File: src/rtl/vrms_pkg.sv
package vrms_pkg;

    typedef enum logic [1:0] {
        ST_OFF  = 2'd0,
        ST_WREF = 2'd1,
        ST_BOOT = 2'd2,
        ST_RUN  = 2'd3
    } seq_st_e;

    typedef enum logic [2:0] {
        MD_SHDN  = 3'd0,
        MD_BOOT  = 3'd1,
        MD_FULL  = 3'd2,
        MD_SHED  = 3'd3,
        MD_SLEEP = 3'd4
    } mode_e;

    typedef enum logic [1:0] {
        TGT_ZERO = 2'd0,
        TGT_BOOT = 2'd1,
        TGT_VID  = 2'd2
    } tgt_e;

    typedef struct packed {
        logic pskip;
        logic slew_q;
        logic dskip;
        logic blank;
        tgt_e tgt;
    } mode_ctl_t;

    function automatic mode_e pick_mode(seq_st_e st, logic dslp, logic pst);
        mode_e m;
        case (st)
            ST_BOOT: m = MD_BOOT;
            ST_RUN:  m = dslp ? MD_SLEEP : (pst ? MD_FULL : MD_SHED);
            default: m = MD_SHDN;
        endcase
        return m;
    endfunction

    function automatic mode_ctl_t mode_ctl(mode_e m);
        mode_ctl_t c;
        c.pskip  = (m == MD_BOOT) || (m == MD_SLEEP);
        c.slew_q = (m == MD_BOOT);
        c.dskip  = (m == MD_FULL);
        c.blank  = (m == MD_SLEEP);
        case (m)
            MD_SHDN: c.tgt = TGT_ZERO;
            MD_BOOT: c.tgt = TGT_BOOT;
            default: c.tgt = TGT_VID;
        endcase
        return c;
    endfunction

endpackage

File: src/rtl/vrms_vid_filt.sv
module vrms_vid_filt #(
    parameter int VID_W = 7,
    parameter int STAB  = 3
) (
    input  logic             clk,
    input  logic             rst,
    input  logic [VID_W-1:0] vid_i,
    output logic [VID_W-1:0] vid_q_o,
    output logic             chg_o
);
    localparam int CW = (STAB < 1) ? 1 : $clog2(STAB + 1);

    logic [VID_W-1:0] cand_q;
    logic [CW-1:0]    cnt_q;
    logic             settled;

    assign settled = (cnt_q == CW'(STAB));

    always_ff @(posedge clk) begin
        if (rst) begin
            cand_q  <= '1;
            cnt_q   <= '0;
            vid_q_o <= '1;
            chg_o   <= 1'b0;
        end else begin
            chg_o <= 1'b0;
            if (settled && (cand_q != vid_q_o)) begin
                vid_q_o <= cand_q;
                chg_o   <= 1'b1;
            end
            if (vid_i != cand_q) begin
                cand_q <= vid_i;
                cnt_q  <= '0;
            end else if (!settled) begin
                cnt_q <= cnt_q + 1'b1;
            end
        end
    end
endmodule

File: src/rtl/vrms_seq_fsm.sv
module vrms_seq_fsm
    import vrms_pkg::*;
(
    input  logic    clk,
    input  logic    rst,
    input  logic    en_i,
    input  logic    off_i,
    input  logic    ref_ok_i,
    input  logic    win_ok_i,
    output seq_st_e st_o
);
    seq_st_e st_n;

    always_comb begin
        st_n = st_o;
        if (!en_i || off_i) begin
            st_n = ST_OFF;
        end else begin
            case (st_o)
                ST_OFF:  st_n = ST_WREF;
                ST_WREF: if (ref_ok_i) st_n = ST_BOOT;
                ST_BOOT: if (win_ok_i) st_n = ST_RUN;
                default: st_n = ST_RUN;
            endcase
        end
    end

    always_ff @(posedge clk) begin
        if (rst) st_o <= ST_OFF;
        else     st_o <= st_n;
    end
endmodule

File: src/rtl/vrms_phase_dec.sv
module vrms_phase_dec
    import vrms_pkg::*;
#(
    parameter int NPH  = 3,
    parameter int NDRV = 2
) (
    input  mode_e                      mode_i,
    output logic [$clog2(NPH+1)-1:0]   phase_cnt_o,
    output logic [NPH-1:0]             ph_en_o,
    output logic [NPH-1:0]             ph_tri_o,
    output logic [NDRV-1:0]            drv_lo_o
);
    localparam int PC_W = $clog2(NPH + 1);

    always_comb begin
        case (mode_i)
            MD_BOOT, MD_FULL: phase_cnt_o = PC_W'(NPH);
            MD_SHED:          phase_cnt_o = PC_W'(NPH - 1);
            MD_SLEEP:         phase_cnt_o = PC_W'(1);
            default:          phase_cnt_o = '0;
        endcase
    end

    for (genvar i = 0; i < NPH; i++) begin : g_ph
        assign ph_en_o[i] = (PC_W'(i) < phase_cnt_o);
        if (i < NDRV) begin : g_int
            assign drv_lo_o[i] = !ph_en_o[i];
            assign ph_tri_o[i] = 1'b0;
        end else begin : g_ext
            assign ph_tri_o[i] = !ph_en_o[i];
        end
    end
endmodule

File: src/rtl/vrms_pg_timer.sv
module vrms_pg_timer #(
    parameter int PG_DLY = 4
) (
    input  logic clk,
    input  logic rst,
    input  logic ok_i,
    output logic clken_n_o,
    output logic pgood_o
);
    localparam int TW = (PG_DLY < 1) ? 1 : $clog2(PG_DLY + 1);

    logic [TW-1:0] cnt_q;

    always_ff @(posedge clk) begin
        if (rst || !ok_i) begin
            cnt_q     <= '0;
            clken_n_o <= 1'b1;
            pgood_o   <= 1'b0;
        end else begin
            clken_n_o <= 1'b0;
            if (cnt_q == TW'(PG_DLY)) pgood_o <= 1'b1;
            else                      cnt_q   <= cnt_q + 1'b1;
        end
    end
endmodule

File: src/rtl/vr_mode_seq.sv
module vr_mode_seq
    import vrms_pkg::*;
#(
    parameter int NPH    = 3,
    parameter int NDRV   = 2,
    parameter int VID_W  = 7,
    parameter int STAB   = 3,
    parameter int PG_DLY = 4
) (
    input  logic                      clk,
    input  logic                      rst,
    input  logic                      en_i,
    input  logic                      dslp_i,
    input  logic                      pstate_i,
    input  logic [VID_W-1:0]          vid_i,
    input  logic                      ref_ok_i,
    input  logic                      uv_ok_i,
    input  logic                      ov_ok_i,
    output logic [$clog2(NPH+1)-1:0]  phase_cnt_o,
    output logic                      pskip_o,
    output logic                      slew_q_o,
    output logic [NPH-1:0]            ph_en_o,
    output logic [NPH-1:0]            ph_tri_o,
    output logic [NDRV-1:0]           drv_lo_o,
    output logic                      dskip_o,
    output logic                      clken_n_o,
    output logic                      pgood_o,
    output logic                      blank_o,
    output logic [1:0]                tgt_sel_o,
    output logic [VID_W-1:0]          tgt_vid_o,
    output logic                      vid_chg_o
);
    seq_st_e   st;
    mode_e     mode;
    mode_ctl_t ctl;
    logic      off_code;
    logic      win_ok;
    logic      run_ok;

    vrms_vid_filt #(.VID_W(VID_W), .STAB(STAB)) filt_i (
        .clk(clk), .rst(rst), .vid_i(vid_i),
        .vid_q_o(tgt_vid_o), .chg_o(vid_chg_o)
    );

    assign off_code = &tgt_vid_o;
    assign mode     = pick_mode(st, dslp_i, pstate_i);
    assign ctl      = mode_ctl(mode);
    assign win_ok   = uv_ok_i && (ov_ok_i || ctl.blank);
    assign run_ok   = (st == ST_RUN) && win_ok;

    vrms_seq_fsm fsm_i (
        .clk(clk), .rst(rst), .en_i(en_i), .off_i(off_code),
        .ref_ok_i(ref_ok_i), .win_ok_i(win_ok), .st_o(st)
    );

    vrms_phase_dec #(.NPH(NPH), .NDRV(NDRV)) dec_i (
        .mode_i(mode), .phase_cnt_o(phase_cnt_o), .ph_en_o(ph_en_o),
        .ph_tri_o(ph_tri_o), .drv_lo_o(drv_lo_o)
    );

    vrms_pg_timer #(.PG_DLY(PG_DLY)) pg_i (
        .clk(clk), .rst(rst), .ok_i(run_ok),
        .clken_n_o(clken_n_o), .pgood_o(pgood_o)
    );

    assign pskip_o   = ctl.pskip;
    assign slew_q_o  = ctl.slew_q;
    assign dskip_o   = ctl.dskip;
    assign blank_o   = ctl.blank;
    assign tgt_sel_o = ctl.tgt;
endmodule

File: config.mk
export PLATFORM = sky130hd
export DESIGN_NAME = vr_mode_seq
export DESIGN_NICKNAME = d
export VERILOG_FILES = /design/src/rtl/vrms_pkg.sv /design/src/rtl/vrms_vid_filt.sv /design/src/rtl/vrms_seq_fsm.sv /design/src/rtl/vrms_phase_dec.sv /design/src/rtl/vrms_pg_timer.sv /design/src/rtl/vr_mode_seq.sv
export SDC_FILE = /design/constraint.sdc
export NUM_CORES = 1
export LEC_CHECK = 0
export ABC_AREA = 1
export BUFFER_PORTS_ARGS = -buffer_cell sky130_fd_sc_hd__buf_2
export CORE_UTILIZATION = 44
export CTS_CLUSTER_SIZE = 40
export DETAILED_ROUTE_END_ITERATION = 8
export PLACE_DENSITY = 0.72
export SYNTH_ARGS = -nofsm -noshare
export SYNTH_HDL_FRONTEND = slang
export SYNTH_HIERARCHICAL = 1
export SYNTH_SLANG_ARGS = --single-unit
File: constraint.sdc
create_clock -name clk -period 1.2 [get_ports clk]
set_input_delay 0.18 -clock clk [delete_from_list [all_inputs] [get_ports clk]]
set_output_delay 0.18 -clock clk [all_outputs]
set_load 0.005 [all_outputs]
* Yosys cells after proc, flatten, opt, wreduce, memory -nomap -nowiden
Cells that the tools add are included.
** Word-level totals
- Flip-flop bits (word level) :: 24
- Bits of input ports :: 15
- Output and inout port bits :: 26
- Word-level logic and storage cells :: 55
** Operators by class
- Add/subtract/negate cells :: 2
- Magnitude comparators :: 3
- Eq/ne operators :: 13
- Multiplexer cells :: 10
- Reduce and logical (&&, ||, !) cells :: 19
** Operators by type and width (number)
- != test 7 bit :: 2
- case mux 2 bit (3 select lines) :: 2
- AND reduction 7 bit :: 1
- == test 2 bit (second input constant) :: 3
- == test 3 x 2 -> 1 bit (second input constant) :: 2
- == test 3 bit (second input constant) :: 2
- case mux 3 bit (2 select lines) :: 1
- OR reduction 2 bit :: 3
- logical NOT 1 bit :: 5
- logical OR 1 bit :: 4
- < comparator 1 x 2 -> 1 bit (first input constant) :: 2
- two-way mux 2 bit :: 2
- != test 2 bit (second input constant) :: 2
- case mux 2 bit (2 select lines) :: 1
- adder 3 x 1 -> 3 bit (second input constant) :: 1
- == test 3 x 1 -> 1 bit (second input constant) :: 1
- logical AND 1 bit :: 3
- logical NOT 3 bit :: 1
- two-way mux 1 bit :: 3
- two-way mux 3 bit :: 1
- adder 2 x 1 -> 2 bit (second input constant) :: 1
- == test 2 x 1 -> 1 bit (second input constant) :: 1
- logical NOT 2 bit :: 1
- < comparator 2 bit (first input constant) :: 1
- AND reduction 2 bit :: 1

* Logic depth before layout (Yosys ltp)
- Depth in word-level cells :: 10
- Depth in mapped cells :: 9
- Gate-level depth less buffers :: 9

* Hierarchy
The synthesis kept the hierarchy.
** By module, submodules not included
- vrms_vid_filt :: instances 1, cells an instance 129, area an instance 845.8 µm², seq. area each 340.3 µm²
- vrms_pg_timer :: instances 1, cells an instance 32, area an instance 234.0 µm², seq. area each 100.1 µm²
- vrms_phase_dec :: instances 1, cells an instance 21, area an instance 112.6 µm², seq. area each 0.0 µm²
- vr_mode_seq :: instances 1, cells an instance 22, area an instance 108.9 µm², seq. area each 0.0 µm²
- vrms_seq_fsm :: instances 1, cells an instance 10, area an instance 92.6 µm², seq. area each 40.0 µm²

* Worst setup path before layout
No wires, ideal clock.
- Path type :: register to output
- Start :: register fsm_i.st_o[0]
- End :: output phase_cnt_o[1]
- Arrival :: 1.106 ns
- Data required time :: 1.020 ns
- Slack :: -0.086 ns
- Cell stages (with the launch flop) :: 8
- Buffers on the path :: 1
- Cells stage by stage :: dfxtp_1 > nand2_2 > nor2_1 > inv_2 > nand2_2 > nand2_2 > inv_1 > buf_4
** On the way
- Word-level cells in the longest chain between the ends :: 5
- Elaborated cells on any way between the ends :: 9
- Classes of those cells :: eq/ne: 6; mux: 2; reduce/logical: 1
** RTL lines
- start: declaration :: RTL line vrms_seq_fsm.sv:10 : output seq_st_e st_o
- start signal: assignment :: RTL line vrms_seq_fsm.sv:30 : else st_o <= st_n;
- == test 2 bit :: RTL line vrms_pkg.sv:34 : case (st)
- case mux 3 bit (2 select lines) (*) :: RTL line vrms_pkg.sv:34
- net mode[1] :: RTL line vr_mode_seq.sv:34 : mode_e mode;
- == test 3 x 1 -> 1 bit / == test 3 x 2 -> 1 bit (equally long branches) :: RTL line vrms_phase_dec.sv:16 : case (mode_i)
- OR reduction 2 bit :: RTL line vrms_phase_dec.sv:16
- case mux 2 bit (3 select lines) (*) :: RTL line vrms_phase_dec.sv:16
- end: declaration :: RTL line vr_mode_seq.sv:19 : output logic [$clog2(NPH+1)-1:0] phase_cnt_o,
The timed path passes the listed nets; every way through them passes the cells marked *.

* Worst setup path after layout
- Start :: register fsm_i.st_o[1]
- End :: output ph_en_o[0]
** On the way
- Word-level cells in the longest chain between the ends :: 6
- Elaborated cells on any way between the ends :: 10
- Classes of those cells :: order compare: 1; eq/ne: 6; mux: 2; reduce/logical: 1
** RTL lines
- == test 2 bit :: RTL line vrms_pkg.sv:34
- case mux 3 bit (2 select lines) (*) :: RTL line vrms_pkg.sv:34
- net mode[0] :: RTL line vr_mode_seq.sv:34
- == test 3 x 1 -> 1 bit / == test 3 x 2 -> 1 bit (equally long branches) :: RTL line vrms_phase_dec.sv:16
- OR reduction 2 bit :: RTL line vrms_phase_dec.sv:16
- case mux 2 bit (3 select lines) (*) :: RTL line vrms_phase_dec.sv:16
- < comparator 1 x 2 -> 1 bit (*) :: RTL line vrms_phase_dec.sv:25 : assign ph_en_o[i] = (PC_W'(i) < phase_cnt_o);
- end: declaration :: RTL line vr_mode_seq.sv:22 : output logic [NPH-1:0] ph_en_o,
Marks and branches as above.

==> summary.txt <==
status - complete, but fails checks
failing checks - setup timing
reg2reg path depth - 8
R2R setup slack - 30 ps
peak supply drop - 0.4483 mV
CTS Sinks - 24
Setup-failing EPs final - 14
CTS Root Buffer Type - clkbuf_4
compound-gate portion of the synthesized area - 0.05206
TritonCTS Buffers - 3
Post-layout nets - 300
largest net degree at the start of global routing - 14
Yosys reg bits - 24
pwr/cell area - 703.4 nW/µm²
worst r2r src - filt_i/cand_q[0]
Via-to-Cell Ratio - 4.397
Adder-Cell Fraction of Synth Area - 0.02693
Die W - 58.29 µm
RSZ-0062 raised after global routing - true
Ys Warns - 6
post-synthesis mux area share - 0
Cell Area, Synth - 1394 µm²
post-route cell area - 2016 µm²
routed wire length - 3003 µm
Worst-path clk slew - 130 ps
number of nets still failing antenna checks after routing - 0
largest family of logic cells by synthesized area - simple AND/OR/NAND/NOR gates
total track usage - 0.1774
placed cell area - 1822 µm²
GR peak layer - met2
end of the worst register-to-register path - filt_i/vid_q_o[2]
critical path class - reg2out
Period minus WS final - 1517 ps
Vias - 1429
Inst Count DP - 319
Antenna Cells - 0
fraction of layout cells with a size suffix above 1 - 0.4626
WP data required - 1020 ps
cells after synthesis - 214
LEAKAGE - 1.171 nW
post-synthesis sequential area ratio - 0.3447
row count - 20
CTS Hold Bufs - 0
Starting Density - 0.4603
Core ar. - 3028 µm²
CTS tree - done
Residual DRC - 0
Hold/Removal Path Class - in2reg
Synth Area per Inst - 6.513 µm²
MaxCap Viol Count - 0
Crit Path Max Fanout - 4
GR Overflow Total - 0
crit path DAT - 1340 ps
Final Wtd Congestion - 0.7431
first-pass GRT wire length - 4726 µm
Critical Path Source Type - register
Clk Latency, worst-skew pair - 310 ps
CTS max path bufs - 2
met3 Resource Use GR - 0.02232
WL/cell - 9.240 µm
grt met1 use - 0.2225
XOR/XNOR share of the synthesized area - 0.03142
DRT Pass-1 Iters - 4
Die H - 58.29 µm
initial antenna violation count - 0
Non-Filler Instances - 325
synth unique cells - 26
Initial DRC Count - 23
Setup crit start - fsm_i/st_o[1]
Syn-to-layout area delta - 44.61%
fmax - 659.3 MHz
full die area - 3397 µm²
simple-gate area share of the yosys netlist - 0.3959
end of the critical path - ph_en_o[0]
vias in the first global route - 1177
htree depth - 1
Port-buffer cells - 38
met2 Use GR - 0.3169
Worst Slack Setup Final - -316.8 ps
endpoint class of the critical path - primary output
Final Hold Fails - 0
dpl hpwl - 2317 µm
Final Cycle Share - 1.264
top-level I/O count - 41
Max Slew Vio Count - 0
Fin Clk Skew - 5.264 ps
[through the flow]
step / hold slack (ps) / setup TNS (ps) / utilization / total power, mW / setup slack, ps
2_1_floorplan: 252.4 / 0 / - / 0.9224 / 7.847
6_report: 66.59 / -2689 / 0.6657 / 1.418 / -316.8
4_1_cts: 49.68 / -2678 / 0.6302 / 1.437 / -293.4
3_3_place_gp: 383.6 / -3.528 / 0.6017 / 1.003 / -3.528
5_1_grt: 53.52 / -4419 / 0.6657 / 1.497 / -421.2
3_5_place_dp: 389.9 / -101.7 / 0.6017 / 1.005 / -23.05
[cell families (layout without fill, tap and decap cells)]
family / Yosys count / in the layout
AO/OA/AOI/OAI: 10 / 10
XOR/XNOR: 5 / 5
adder cells (fa/ha/maj): 3 / 3
buffers and inverters: 50 / 116
flip-flops: 24 / 24
other: 1 / 2
AND/OR/NAND/NOR: 121 / 121
[state kept, by name, summed over array words and instances, names as in the netlist]
signal and cells:
filt_i/cand_q 7, filt_i/vid_q_o 7, pg_i/clken_n_o 1, filt_i/cnt_q 2, pg_i/cnt_q 3, filt_i/chg_o 1
pg_i/pgood_o 1, fsm_i/st_o 2
[power breakdown]
group	switching [mW]	total [mW]	internal [mW]	leakage, nW
logic	0.0981	0.184	0.0862	0.956
registers	0.0151	0.815	0.800	0.195
clock network	0.233	0.418	0.185	0.0210
[what timing repair did]
action	CTS	global route
resized for setup	17	36
endpoints found under the setup margin	23	28
buffers inserted	1	4
pin swaps	4	25
[cell type report]
cell class	count	area (µm²)
clock buffer	4	36.28
fill	267	1012
inverter	44	170.2
multi-input combinational	141	795.8
sequential	24	513.0
tap	44	55.05
timing repair buffer	68	445.4
[synthesized netlist by cell type]
master	number	share of area
o21ai_1	1	0.0036
buf_4	4	0.022
inv_2	6	0.016
o211ai_1	1	0.0054
inv_1	38	0.10
nand3_1	23	0.083
xnor2_1	1	0.0063
nor2_4	1	0.0081
nor2_2	1	0.0045
a21oi_1	6	0.022
nand2_1	66	0.18
xor2_1	4	0.025
nor3_1	2	0.0072
a21boi_2	1	0.0081
clkbuf_1	1	0.0027
nor2_1	14	0.038
ha_1	3	0.027
or2_2	3	0.013
nand2_2	5	0.022
buf_2	1	0.0036
nand3_2	2	0.014
nand3b_4	1	0.014
dfxtp_1	24	0.34
o21bai_4	1	0.013
nand4_1	3	0.013
conb_1	1	0.0027
[worst max-delay path, stage by stage, from the launching register on]
cell and delay (ps):
dfxtp_4 420, inv_4 50, a21oi_4 140, inv_2 70
nand2_2 90, nand3_2 80, nand3_1 70, buf_2 110
[layer usage]
| layer | wire, µm | vias up |
|---|---|---|
| met4 | 15 | 0 |
| met5 | 0 | - |
| met1 | 1350 | 618 |
| li1 | - | 781 |
| met2 | 1534 | 28 |
| met3 | 102 | 2 |
[worst min-delay path by stage]
stage | from | end | cells past startpoint
after CTS | vid_i[2] | filt_i/cand_q[2] | 3
after floorplan | rst | filt_i/chg_o | 1
after detailed placement | vid_i[2] | filt_i/cand_q[2] | 3
after global placement | vid_i[3] | filt_i/cand_q[3] | 3
after global routing | vid_i[2] | filt_i/cand_q[2] | 3
final | vid_i[2] | filt_i/cand_q[2] | 3
[cells in the final DEF, fill, tap and decap left out, types with 2 or more instances in the layout]
| master | n |
|---|---|
| dfxtp_4 | 6 |
| xor2_1 | 3 |
| nor2_4 | 3 |
| clkbuf_4 | 3 |
| nand2_2 | 8 |
| nor3_2 | 2 |
| a21oi_1 | 4 |
| inv_2 | 13 |
| nand3_1 | 21 |
| conb_1 | 2 |
| nor2_1 | 11 |
| inv_4 | 2 |
| buf_6 | 6 |
| or2_2 | 3 |
| buf_2 | 35 |
| buf_4 | 27 |
| dfxtp_2 | 8 |
| nand2_1 | 62 |
| nand4_1 | 3 |
| dfxtp_1 | 10 |
| inv_1 | 29 |
| nor2_2 | 2 |
| nand3_2 | 3 |
| ha_1 | 3 |
Note: power is estimated with default switching activity, not from simulation.
